$ cat src/rtl/rx_cap_pkg.sv
package rx_cap_pkg;
    typedef enum logic [1:0] {
        ST_IDLE  = 2'd0,
        ST_SHIFT = 2'd1,
        ST_FULL  = 2'd2
    } cap_state_e;
endpackage

$ cat src/rtl/rx_edge_det.sv
// Detects one edge of a sampled level; the polarity is picked by a parameter.
module rx_edge_det #(
    parameter bit DETECT_RISE = 1'b1,
    parameter bit RST_LVL     = 1'b0
) (
    input  logic clk,
    input  logic rst,
    input  logic lvl,
    output logic edge_hit
);
    logic prev_q;

    always_ff @(posedge clk) begin
        if (rst) prev_q <= RST_LVL;
        else     prev_q <= lvl;
    end

    generate
        if (DETECT_RISE) begin : g_rise
            assign edge_hit = lvl & ~prev_q;
        end else begin : g_fall
            assign edge_hit = prev_q & ~lvl;
        end
    endgenerate
endmodule

$ cat src/rtl/rx_shift_cnt.sv
// Shift register with bit counter; new bits enter at the LSB.
module rx_shift_cnt #(
    parameter int WORD_W = 13,
    parameter int CNT_W  = 4
) (
    input  logic              clk,
    input  logic              rst,
    input  logic              clr,
    input  logic              shift_en,
    input  logic              bit_in,
    output logic [WORD_W-1:0] sreg,
    output logic [CNT_W-1:0]  bit_cnt
);
    always_ff @(posedge clk) begin
        if (rst || clr) begin
            sreg    <= '0;
            bit_cnt <= '0;
        end else if (shift_en) begin
            sreg    <= {sreg[WORD_W-2:0], bit_in};
            bit_cnt <= bit_cnt + 1'b1;
        end
    end
endmodule

$ cat src/rtl/rx_out_latch.sv
// Holding latch, ready pulse and short-frame flag.
module rx_out_latch #(
    parameter int WORD_W = 13
) (
    input  logic              clk,
    input  logic              rst,
    input  logic              stb_ok,
    input  logic              full,
    input  logic [WORD_W-1:0] din,
    output logic [WORD_W-1:0] word_q,
    output logic              rdy,
    output logic              short_q
);
    always_ff @(posedge clk) begin
        if (rst) begin
            word_q  <= '0;
            rdy     <= 1'b0;
            short_q <= 1'b0;
        end else begin
            rdy <= 1'b0;
            if (stb_ok) begin
                if (full) begin
                    word_q  <= din;
                    rdy     <= 1'b1;
                    short_q <= 1'b0;
                end else begin
                    short_q <= 1'b1;
                end
            end
        end
    end
endmodule

$ cat src/rtl/rx_word_capture.sv
module rx_word_capture
    import rx_cap_pkg::*;
#(
    parameter int WORD_W = 13
) (
    input  logic              clk,
    input  logic              rst,
    input  logic              rx_sdat,
    input  logic              rx_sclk,
    input  logic              rx_en,
    input  logic              frame_stb,
    input  logic              pwr_dn,
    output logic [WORD_W-1:0] rx_word,
    output logic              rx_ready,
    output logic              rx_short
);
    localparam int CNT_W = $clog2(WORD_W + 1);

    cap_state_e        state_q, state_d;
    logic              en_rise, clk_fall, last_bit;
    logic              arm, shift_en, stb_ok, full, clr;
    logic [WORD_W-1:0] sreg;
    logic [CNT_W-1:0]  bit_cnt;

    rx_edge_det #(.DETECT_RISE(1'b1), .RST_LVL(1'b1)) u_en_edge (
        .clk(clk), .rst(rst), .lvl(rx_en), .edge_hit(en_rise)
    );

    rx_edge_det #(.DETECT_RISE(1'b0), .RST_LVL(1'b0)) u_clk_edge (
        .clk(clk), .rst(rst), .lvl(rx_sclk), .edge_hit(clk_fall)
    );

    assign last_bit = (bit_cnt == CNT_W'(WORD_W - 1));

    // State register
    always_ff @(posedge clk) begin
        if (rst) state_q <= ST_IDLE;
        else     state_q <= state_d;
    end

    // Next state
    always_comb begin
        state_d = state_q;
        if (!pwr_dn) begin
            if (frame_stb) begin
                state_d = ST_IDLE;
            end else begin
                unique case (state_q)
                    ST_IDLE:  if (en_rise) state_d = ST_SHIFT;
                    ST_SHIFT: begin
                        if (en_rise)                    state_d = ST_SHIFT;
                        else if (clk_fall && last_bit)  state_d = ST_FULL;
                    end
                    ST_FULL:  if (en_rise) state_d = ST_SHIFT;
                    default:  state_d = ST_IDLE;
                endcase
            end
        end
    end

    // Control outputs
    always_comb begin
        stb_ok   = !pwr_dn && frame_stb;
        arm      = !pwr_dn && !frame_stb && en_rise;
        shift_en = !pwr_dn && !frame_stb && !en_rise && clk_fall
                   && (state_q == ST_SHIFT);
        full     = (state_q == ST_FULL);
        clr      = arm || stb_ok;
    end

    rx_shift_cnt #(.WORD_W(WORD_W), .CNT_W(CNT_W)) u_shift (
        .clk(clk), .rst(rst), .clr(clr), .shift_en(shift_en),
        .bit_in(rx_sdat), .sreg(sreg), .bit_cnt(bit_cnt)
    );

    rx_out_latch #(.WORD_W(WORD_W)) u_latch (
        .clk(clk), .rst(rst), .stb_ok(stb_ok), .full(full), .din(sreg),
        .word_q(rx_word), .rdy(rx_ready), .short_q(rx_short)
    );
endmodule

$ cat config.mk
export PLATFORM = sky130hd
export DESIGN_NAME = rx_word_capture
export DESIGN_NICKNAME = d
export VERILOG_FILES = /design/src/rtl/rx_cap_pkg.sv /design/src/rtl/rx_edge_det.sv /design/src/rtl/rx_shift_cnt.sv /design/src/rtl/rx_out_latch.sv /design/src/rtl/rx_word_capture.sv
export SDC_FILE = /design/constraint.sdc
export NUM_CORES = 1
export LEC_CHECK = 0
export BUFFER_PORTS_ARGS = -buffer_cell sky130_fd_sc_hd__buf_2
export CAP_MARGIN = 20
export CORE_ASPECT_RATIO = 1.75
export CORE_MARGIN = 2
export CORE_UTILIZATION = 40
export DETAILED_ROUTE_END_ITERATION = 6
export PLACE_DENSITY = 0.7
export SETUP_SLACK_MARGIN = 0.15
export SYNTH_ARGS = -nofsm -noshare
export SYNTH_HDL_FRONTEND = slang
export SYNTH_SLANG_ARGS = --single-unit
$ cat constraint.sdc
create_clock -name clk -period 4.9 [get_ports clk]
set_input_delay 0.49 -clock clk [delete_from_list [all_inputs] [get_ports clk]]
set_output_delay 0.49 -clock clk [all_outputs]
set_load 0.005 [all_outputs]
==> out/summary.md, run 1 <==
Final design utilization: 0.4741. Using the TritonRoute via totals, the vias-per-cell ratio works out to 4.868. The synthesized netlist occupies a cell area of 1359 um2. From left edge to right edge, the die measures 48.06 um. Counting flops with a built-in enable in the synthesized netlist gives 0.

The number of different library cells used by synthesis comes to 31. The smallest clock period supported by the final layout is computed as 2.052 ns. The highest clock frequency the design can meet was 487.3 MHz. The DRC violation count after routing came out at 0. Along the worst path, the maximum fanout reaches 15.

Counting every net in the synthesized netlist gives 130. The run gives 153 as the final net count. In the synthesized netlist the dominant register cell turns out to be dfxtp_1.

Setup violations remaining at the end of the flow were counted as 0. The worst setup path is captured at a flop. After the first detailed-routing iteration, the DRC count stood at 6. Of all cell types, the one taking the most synthesized area is dfxtp_1. For this design the ratio of total power to cell area is 334.3 nW/um2. Ranked by total cell area, the synthesized netlist is headed by dfxtp_1, mux2i_1, a22o_1, nor2_2, nor2_1. Transition time of the tightest slew-check pin: 0.8658 ns. The total of hold buffers inserted after clock tree synthesis came out at 0. The worst-case IR drop observed on VDD is 0.1634 mV. The initial antenna violation count is 0, and the number of buffers created by CTS is 5. By count the netlist is led by dfxtp_1, mux2i_1, a22o_1, nor2_1, nor2_2.

The worst setup path is launched from a primary input. The total negative slack was 0 ns. Fill cells in the final layout number 317.

The fraction of registers with async set/reset was 0; the setup skew after layout was 0.002115 ns. The count of nets left with antenna violations once routing finished came out at 0. Once the clock tree was built, the resizer swapped 0 gates to a different size. The worst hold slack after final layout was 0.4017 ns; the HPWL after detailed placement was 1637 um.

For this design the static power due to leakage is 0.5983 nW. For the worst slew margin relative to its limit, the log shows 0.4209. The logs give 0 for the number of warnings reported in the yosys synthesis log and 0.4083 for the effective utilization at floorplan. CTS placed an instance of clkbuf_8 at the clock tree root. The top cell type's share of synthesized area came out at 0.5304. The path type of the worst setup path is in2reg. After detailed routing, the total wire length is 2234 um. The floorplan die height works out to 81.10 um. The final critical-path share of the clock period was 0.4188; the total die area was 3898 um2. In the final routed layout, each cell accounts on average for 11.76 um.

Counting flops and latches in the post-synthesis netlist gives 36. The run gives 3850 um as the first-pass GRT wire length. In this run the deepest clock path goes through 2 buffers.

The flow ran to the end, and the final reports show no timing, DRC or antenna violations. The type of the tightest min-delay check is in2reg. The run gives 0.1418 as the global-route usage over all layers.

The share of post-route cells with drive strength above 1 came out at 0.2828. For the number of iterations in the first detailed-routing pass, the log shows 3. Setup repair after global routing left no endpoint under its margin. The signed area change from the synthesized netlist to the final layout was 16.11%; the maximum number of pins on one net before global-route repair was 18. Mean post-synth cell area: 11.23 um2. The clock tree synthesis step divided the H-tree into 2 levels.

After floorplanning, the core was divided into 28 placement rows. The number of port buffers works out to 21. TritonCTS built the clock tree. The logs give 0 for the number of failing hold endpoints at the final stage and 925 for the vias after detailed routing. Number of diodes added for antenna fixing: 0. The logs give 930 for the via count of the first global-routing pass and 3328 um2 for the placeable core region. The congestion estimate from routability-driven global placement came to 0.7130. For the buffers inserted during post-CTS setup optimization, the log shows 0. Summed over all layers, the global routing overflow is 0.

Data on the critical path arrives at its endpoint at 2.20 ns. Max-cap violations in this run came to 0. Synthesis handed over a netlist of 121 instances.

The tools report the number of max-slew violations in the final report as 0. For this design, the sink count on the clock tree is 36. The run gives 0.28 ns as the source-to-sink clock delay at the later pin of the worst-skew pair. The clock slew at the register clock pins of the worst setup and hold paths works out to 0.07 ns. The logs give 5.05 ns for the critical path required time and 22 for the total I/O pin count.

In the post-synthesis netlist, the cell with the most instances is dfxtp_1. The part of the Yosys area used for sequential elements came out at 0.5304.
-- kinds of logic after synthesis --
logic type                 Yosys count  share of synthesized area
muxes                               14                     0.1031
AOI/OAI and AO/OA                   21                     0.1252
and+or+nand+nor                     36                     0.1657
buffers and inverters                9                    0.03775
xor gates and xnor gates             3                    0.01934
adders and majority gates            2                    0.01841
DFF                                 36                     0.5304
-- stage by stage --
stage / worst slack (ns) / area (um2) / total power, mW / std cells
after floorplan: 2.995 / 1359 / 0.3157 / 121
after global placement: 2.555 / 1480 / 0.3213 / 181
after detailed placement: 2.515 / 1488 / 0.3224 / 182
after CTS: 2.814 / 1578 / 0.5346 / 190
after global routing: 2.713 / 1578 / 0.5490 / 190
final: 2.848 / 1578 / 0.5275 / 190
-- final cells by class --
type | count | area, um2 | share of cell area
inverters | 3 | 11.26 | 0.007137
well taps | 45 | 56.30 | 0.03569
multi-input cells | 76 | 586.8 | 0.3719
flip-flops and latches | 36 | 720.7 | 0.4568
repair buffers | 22 | 112.6 | 0.07137
clock buffers | 8 | 90.09 | 0.05710
-- path summary, 6_finish.rpt --
check,startpoint,endpoint,slack (ns),cells after the start
hold / removal,rx_en,u_en_edge.prev_q,0.40,2
setup reg to reg,u_clk_edge.prev_q,u_shift.bit_cnt[1],2.95,4
hold reg to reg,u_latch.short_q,u_latch.short_q,0.46,1
setup / recovery,pwr_dn,u_shift.bit_cnt[1],2.85,5
-- flip-flops by register name (all words and copies together) (netlist names) --
register	flops
u_shift.bit_cnt	4
u_en_edge.prev_q	1
u_clk_edge.prev_q	1
state_q	2
u_latch.word_q	13
u_shift.sreg	13
u_latch.short_q	1
u_latch.rdy	1
-- layer usage --
layer / vias up / part of all wire / global-route usage
li1: 473 / - / -
met1: 427 / 0.45 / 0.1421
met2: 20 / 0.48 / 0.2360
met3: 5 / 0.039 / 0.04667
met4: 0 / 0.032 / 0.08919
met5: - / 0 / 0
-- power by group --
| part | internal [mW] | total [mW] | switching (mW) |
|---|---|---|---|
| Sequential | 0.295 | 0.296 | 0.00116 |
| Clock | 0.115 | 0.212 | 0.0973 |
| Combinational | 0.00749 | 0.0198 | 0.0123 |
-- placed cells by master, fill, tap and decap left out, types with 2 or more instances in the layout --
cell	instances
nor2_1	9
nor2b_1	2
nor2_2	8
clkbuf_8	6
nor4b_1	2
a22o_1	13
nand2b_1	3
buf_2	21
nand3_1	2
clkbuf_1	2
inv_1	3
mux2i_1	14
dfxtp_1	36
nor3_1	3
o21bai_1	2
xnor2_1	3
ha_1	2
-- worst max-delay path: stages --
cell	delay [ns]
buf_2	0.13
or4b_4	0.56
nor3_4	0.68
mux2i_1	0.29
nor2_2	0.04
No activity file was read; power rests on OpenSTA's default activity.
==> run 2: changes to the inputs <==
- clock period: 4.9 -> 2.1 ns (I/O delays scaled with it)
==> out/summary.md, run 2 (same netlist as run 1, synthesis figures left out) <==
The final net count was 156 (+2.0%). The transition time of the tightest slew-check pin is 0.5007 ns (-0.3651 ns). In this run the worst setup path terminates at u_shift.sreg[10]. The top fanout value on the critical path was 15 (unchanged); the number of cells upsized or downsized after cts was 0 (unchanged). In this run the critical register-to-register path is captured at u_shift.sreg[10]. The tools report the number of nets still failing antenna checks after routing as 0 (unchanged). Type of the tightest min-delay check: in2reg. The per-cell routed wire length works out to 11.16 um (-5.1%). TritonCTS built the clock tree.

The number of iterations in the first detailed-routing pass came out at 3 (unchanged). The path depth of the worst reg2reg path was 5 (+1); the number of violations of the max-capacitance limit was 0 (unchanged). The buffers inserted during post-CTS setup optimization was 0 (unchanged); the vias after detailed routing was 913 (-1.3%). The effective utilization at floorplan is 0.4083 (unchanged), and the total power density per cell area is 779.1 nW/um2 (+130%). The number of diodes added for antenna fixing is 0 (unchanged). Routed via count divided by cell count: 4.755 (-2.3%). Setup skew after layout: 0.002667 ns (+0.0005517 ns). The total of hold buffers inserted after clock tree synthesis came out at 0 (unchanged).

The largest registers in the layout are u_latch.word_q: 13 flops, u_shift.sreg: 13 flops, u_shift.bit_cnt: 4 flops. The worst setup path is of the reg2reg kind. The logs give 0 ns (unchanged) for the total negative slack and 3546 um (-7.9%) for the first-pass GRT wire length. The floorplan die height was 81.10 um (unchanged); the critical path required time was 2.27 ns (-2.78 ns). The floorplan die width was 48.06 um (unchanged); the power after layout was 1.252 mW (+140%). The run gives 0.4899 mV (+200%) as the worst voltage drop across the vdd grid.

The tools report the number of failing hold endpoints at the final stage as 0 (unchanged). The DRC violation total after the first TritonRoute iteration came out at 14 (+8). The global placement routability congestion came out at 0.7258 (+1.8%). The worst setup path is launched from a flop. The highest clock frequency the design can meet is 627.3 MHz, and the global-route usage over all layers is 0.1302 (-0.01167). The worst hold slack after final layout was 0.1232 ns (-0.2785 ns). The residual overflow from global routing is 0 (unchanged).

The final critical-path share of the clock period came out at 0.7592. The total die area is 3898 um2 (unchanged). Worst slew margin relative to its limit: 0.6662 (+0.2453).

The tree is rooted in a clkbuf_8. The wire length after detailed routing was 2143 um (-4.1%). The via count of the first global-routing pass is 828 (-11%). The top cell types in the final layout, fill and taps aside, are dfxtp_1, buf_2, mux2i_1, a22o_1, nor2_1. The run finished with clean final reports. Number of buffers created by CTS: 5 (unchanged). The tools report the source of the worst register-to-register timing path as u_clk_edge.prev_q.

The clock slew at the register clock pins of the worst setup and hold paths was 0.07 ns (about the same). The logs give 36 (unchanged) for the clock sink count and 2 (unchanged) for the number of levels in the clock H-tree. The logs give 1.76 ns (-0.44 ns) for the arrival time reported for the critical path endpoint and 3328 um2 (unchanged) for the placeable core region. The run gives 0 (unchanged) as the total of endpoints with negative setup slack in the final report. The leakage power total was 0.6185 nW (+3.4%); the source-to-sink clock delay at the later pin of the worst-skew pair was 0.28 ns (about the same). The total number of placement rows is 28 (unchanged). The number of max-slew violations in the final report is 0 (unchanged).

The startpoint of the most critical setup path is u_clk_edge.prev_q. The signed area change from the synthesized netlist to the final layout came out at 18.23%. The number of port buffers came out at 21 (unchanged).

The register-to-register setup slack was 0.51 ns (-2.44 ns). The category of the worst setup path capture point is a flop. The maximum number of pins on one net before global-route repair was 18 (unchanged); the share of post-route cells with drive strength above 1 was 0.3061 (+0.02336). The HPWL after detailed placement is 1543 um (-5.7%), and the DRC violation count after routing is 0 (unchanged).

The initial antenna violation count is 0 (unchanged). The library cell used most frequently in the layout, excluding fill and tap cells, is dfxtp_1. Setup repair after global routing left no endpoint under its margin. The tools report the source of the worst hold timing path as rx_en. The worst path in the final design needs a cycle of 1.594 ns, including I/O delays and setup. The total I/O pin count was 22 (unchanged); the maximum buffer depth of the clock tree was 2 (unchanged).
==> run 2: cell types whose count changed in the layout (fill, tap and decap cells not counted) <==
cell	previous run	this run
clkbuf_1	2	0
clkbuf_8	6	7
buf_4	1	4
==> run 2: metrics by stage <==
| step | cells | setup WS (ns) | util | instance area [um2] |
|---|---|---|---|---|
| 3_5_place_dp | 185 | 0.3771 | 0.4538 | 1510 |
| 2_1_floorplan | 121 | 0.4634 | - | 1359 |
| 4_1_cts | 192 | 0.4846 | 0.4827 | 1607 |
| 3_3_place_gp | 185 | 0.3995 | 0.4538 | 1510 |
| 6_report | 192 | 0.5058 | 0.4827 | 1607 |
| 5_1_grt | 192 | 0.3765 | 0.4827 | 1607 |
==> run 2: area by class of cell <==
| class | instances | area (um2) |
|---|---|---|
| clock buffer | 7 | 96.34 |
| fill | 315 | 1722 |
| inverter | 3 | 11.26 |
| multi-input combinational | 76 | 586.8 |
| sequential | 36 | 720.7 |
| tap | 45 | 56.30 |
| timing repair buffer | 25 | 135.1 |
==> run 2: worst min path at each step <==
stage,endpoint,cells after the start
after global placement,u_en_edge.prev_q,2
after CTS,u_en_edge.prev_q,2
after detailed placement,u_en_edge.prev_q,2
after global routing,u_en_edge.prev_q,2
after floorplan,state_q[1],1
final,u_en_edge.prev_q,2
==> run 2: report_power, final <==
group / total (mW) / switching (mW) / internal [mW]
Sequential: 0.691 / 0.00310 / 0.688
Combinational: 0.0488 / 0.0286 / 0.0202
Clock: 0.512 / 0.220 / 0.292
==> run 2: per-layer routing <==
metal  track usage  up-vias  wire length [um]
met5             0        -                 0
met4       0.08108        0                61
met3       0.04667        5                88
met2        0.2067       20              1049
met1        0.1387      409               943
li1              -      479                 -
==> run 2: critical path, stage by stage, from the launching register on <==
cell	delay (ns)
dfxtp_1	0.32
or4b_4	0.48
nor3_4	0.11
buf_4	0.28
mux2i_1	0.25
nor2_2	0.04
==> run 3: changes to the inputs <==
- PLACE_DENSITY: 0.7 -> 0.72
- clock period: 2.1 -> 1.34 ns (I/O delays scaled with it)
==> out/summary.md, run 3 (same netlist as run 1, synthesis figures left out) <==
The via count of the first global-routing pass is 935 (+13%), and the routed via count divided by cell count is 4.872 (+2.5%). The kind of launch point of the worst setup path was a flop. The buffers inserted during post-CTS setup optimization was 0 (unchanged). The total die area came out at 3898 um2 (unchanged).

The hold-critical path endpoint was u_en_edge.prev_q. For the source-to-sink clock delay at the later pin of the worst-skew pair, the log shows 0.28 ns (about the same). Arrival time reported for the critical path endpoint: 1.73 ns (-0.03 ns).

The total of hold buffers inserted after clock tree synthesis came out at 0 (unchanged). Vias after detailed routing: 955 (+4.6%). For the total number of placement rows, the log shows 28 (unchanged). The run gives 0 (unchanged) as the number of diodes added for antenna fixing.

STA classifies the critical path endpoint as a flop. The final design utilization was 0.5094 (+0.02669); the worst voltage drop across the vdd grid was 0.7238 mV (+48%). For the final net count, the log shows 159 (+1.9%).

The tools report the global-route usage over all layers as 0.1347 (+0.004564). The startpoint identified for the worst hold timing path is rx_en. The setup skew after layout was 0.001519 ns (-0.001148 ns). The number of failing hold endpoints at the final stage came out at 0 (unchanged). The library cells used most frequently in the layout, excluding fill and tap cells, are dfxtp_1, buf_2, mux2i_1, a22o_1, nor2_1. The run gives 2.191 mW (+75%) as the power after layout. The largest registers in the layout are u_latch.word_q: 13 flops, u_shift.sreg: 13 flops, u_shift.bit_cnt: 4 flops. The final critical delay including setup and external delays is 1.555 ns (-0.03930 ns). The top fanout value on the critical path was 15 (unchanged); the floorplan die height was 81.10 um (unchanged). The min-delay analysis places its worst path in the category in2reg.

The logs give 3719 um (+4.9%) for the first-pass GRT wire length and 0 (unchanged) for the number of max-slew violations in the final report. TritonCTS built the clock tree. The standard cell with the maximum stage delay on the critical path is or4b_4. The HPWL after detailed placement came out at 1644 um (+6.6%). Wire length after detailed routing: 2282 um (+6.5%). The number of buffer and inverter instances along the worst setup path is 1 (unchanged). The floorplan die width was 48.06 um (unchanged). The number of port buffers is 21 (unchanged), and the highest clock frequency the design can meet is 643.1 MHz (+2.5%).

Setup repair after global routing could not meet its margin everywhere. The kind of cell adding the most delay to the critical path was simple AND/OR/NAND/NOR gates. The tools report the number of nets still failing antenna checks after routing as 0 (unchanged).

The initial antenna violation count is 0 (unchanged), and the signed area change from the synthesized netlist to the final layout is 24.77%. The tools report the source of the worst register-to-register timing path as u_clk_edge.prev_q. The tools report the placeable core region as 3328 um2 (unchanged). The worst reg2reg path endpoint is u_shift.sreg[11]. The critical path's largest stage delay was 0.49 ns (about the same); the total I/O pin count was 22 (unchanged). The run finished, with violations left. The most common cell after layout, fill and taps aside was dfxtp_1.

The register-to-register setup slack was -0.21 ns (-0.72 ns). For the clock sink count, the log shows 36 (unchanged). The final critical-path share of the clock period is 1.160 (+0.4012). The run gives 0.04666 ns (-0.07654 ns) as the worst hold slack after final layout. The number of levels in the clock H-tree was 2 (unchanged); the worst slew margin relative to its limit was 0.7853 (+0.1191). The tools report the slack of the critical path as -0.2149 ns (-0.7207 ns). The transition time of the tightest slew-check pin is 0.3191 ns (-0.1816 ns).

The final reports fail on setup timing. Total power density per cell area: 1292 nW/um2 (+66%). The number of iterations in the first detailed-routing pass is 4 (+1). The run gives 18 (unchanged) as the maximum number of pins on one net before global-route repair. The number of violations of the max-capacitance limit was 0 (unchanged); the effective utilization at floorplan was 0.4083 (unchanged).

Global placement routability congestion: 0.7114 (-2.0%). The critical path in this run is classified as reg2reg. Walking the worst path, the cells encountered are or4b_4 > nor3_4 > buf_12 > mux2i_1 > nor2_2. The clock slew at the register clock pins of the worst setup and hold paths was 0.07 ns (about the same); the total of endpoints with negative setup slack in the final report was 17 (+17).

The number of buffers created by CTS came out at 5 (unchanged). The number of stages on the worst hold path was 2 (unchanged). For the leakage power total, the log shows 0.6483 nW (+4.8%). The buffer type at the clock tree root was clkbuf_8.

The logs give 0 (unchanged) for the residual overflow from global routing and 1.52 ns (-0.75 ns) for the critical path required time. The DRC violation count after routing is 0 (unchanged). The maximum buffer depth of the clock tree is 2 (unchanged), and the path depth of the worst reg2reg path is 5 (unchanged). The per-cell routed wire length is 11.64 um (+4.3%), and the share of post-route cells with drive strength above 1 is 0.3775 (+0.07136). DRC violation total after the first TritonRoute iteration: 8 (-6).
## run 3: cell types whose count changed in the layout (fill, tap and decap cells not counted), sizes merged
cell,change
bufinv,+1
buf,+3
## run 3: layout make-up
class / instances / area, um2
well taps: 45 / 56.30
fillers: 297 / 1633
clock inverters: 1 / 30.03
clock buffers: 7 / 96.34
flip-flops and latches: 36 / 724.4
inverters: 3 / 11.26
multi-input cells: 76 / 606.8
repair buffers: 28 / 170.2
## run 3: worst max-delay path by stage
stage                      start                 end  slack (ns)  depth (start not counted)
2_1_floorplan  u_clk_edge.prev_q  u_shift.bit_cnt[1]       -0.29                          5
3_3_place_gp              pwr_dn    u_shift.sreg[12]       -0.19                          6
3_5_place_dp              pwr_dn    u_shift.sreg[12]       -0.23                          6
4_1_cts        u_clk_edge.prev_q    u_shift.sreg[11]       -0.21                          5
5_1_grt        u_clk_edge.prev_q     u_shift.sreg[9]       -0.27                          5
6_report       u_clk_edge.prev_q    u_shift.sreg[11]       -0.21                          5
## run 3: power by group
group / total (mW) / switching, mW / leakage [nW] / internal, mW
clock network: 1.02 / 0.368 / 0.0645 / 0.656
registers: 1.08 / 0.00521 / 0.292 / 1.08
logic: 0.0838 / 0.0477 / 0.292 / 0.0360
## run 3: worst register-to-register path, delay by kind of cell, from the launching register on
kind	cells	cell delay, ns
buffers and inverters	1	0.19
flip-flops	1	0.32
AND/OR/NAND/NOR	3	0.69
multiplexers	1	0.24
## run 3: routing by layer
layer	global-route usage	share of wire	vias up
met2	0.2173	0.50	20
met5	0	0	-
met3	0.02667	0.035	7
met4	0.1000	0.032	0
li1	-	-	483
met1	0.1452	0.43	445
## run 3: repair_timing
| item | CTS | global route |
|---|---|---|
| gates resized for setup | 6 | 1 |
| cloned | 0 | 0 |
| endpoints found under the setup margin | 32 | 19 |
## run 3: through the flow
stage | worst slack (ns) | TNS (ns) | std cells | cell area (um2)
3_3_place_gp | -0.1860 | -2.842 | 188 | 1551
4_1_cts | -0.2105 | -3.093 | 196 | 1689
6_report | -0.2149 | -2.949 | 196 | 1695
2_1_floorplan | -0.2916 | -3.550 | 121 | 1370
3_5_place_dp | -0.2279 | -4.117 | 188 | 1551
5_1_grt | -0.2714 | -4.050 | 196 | 1695
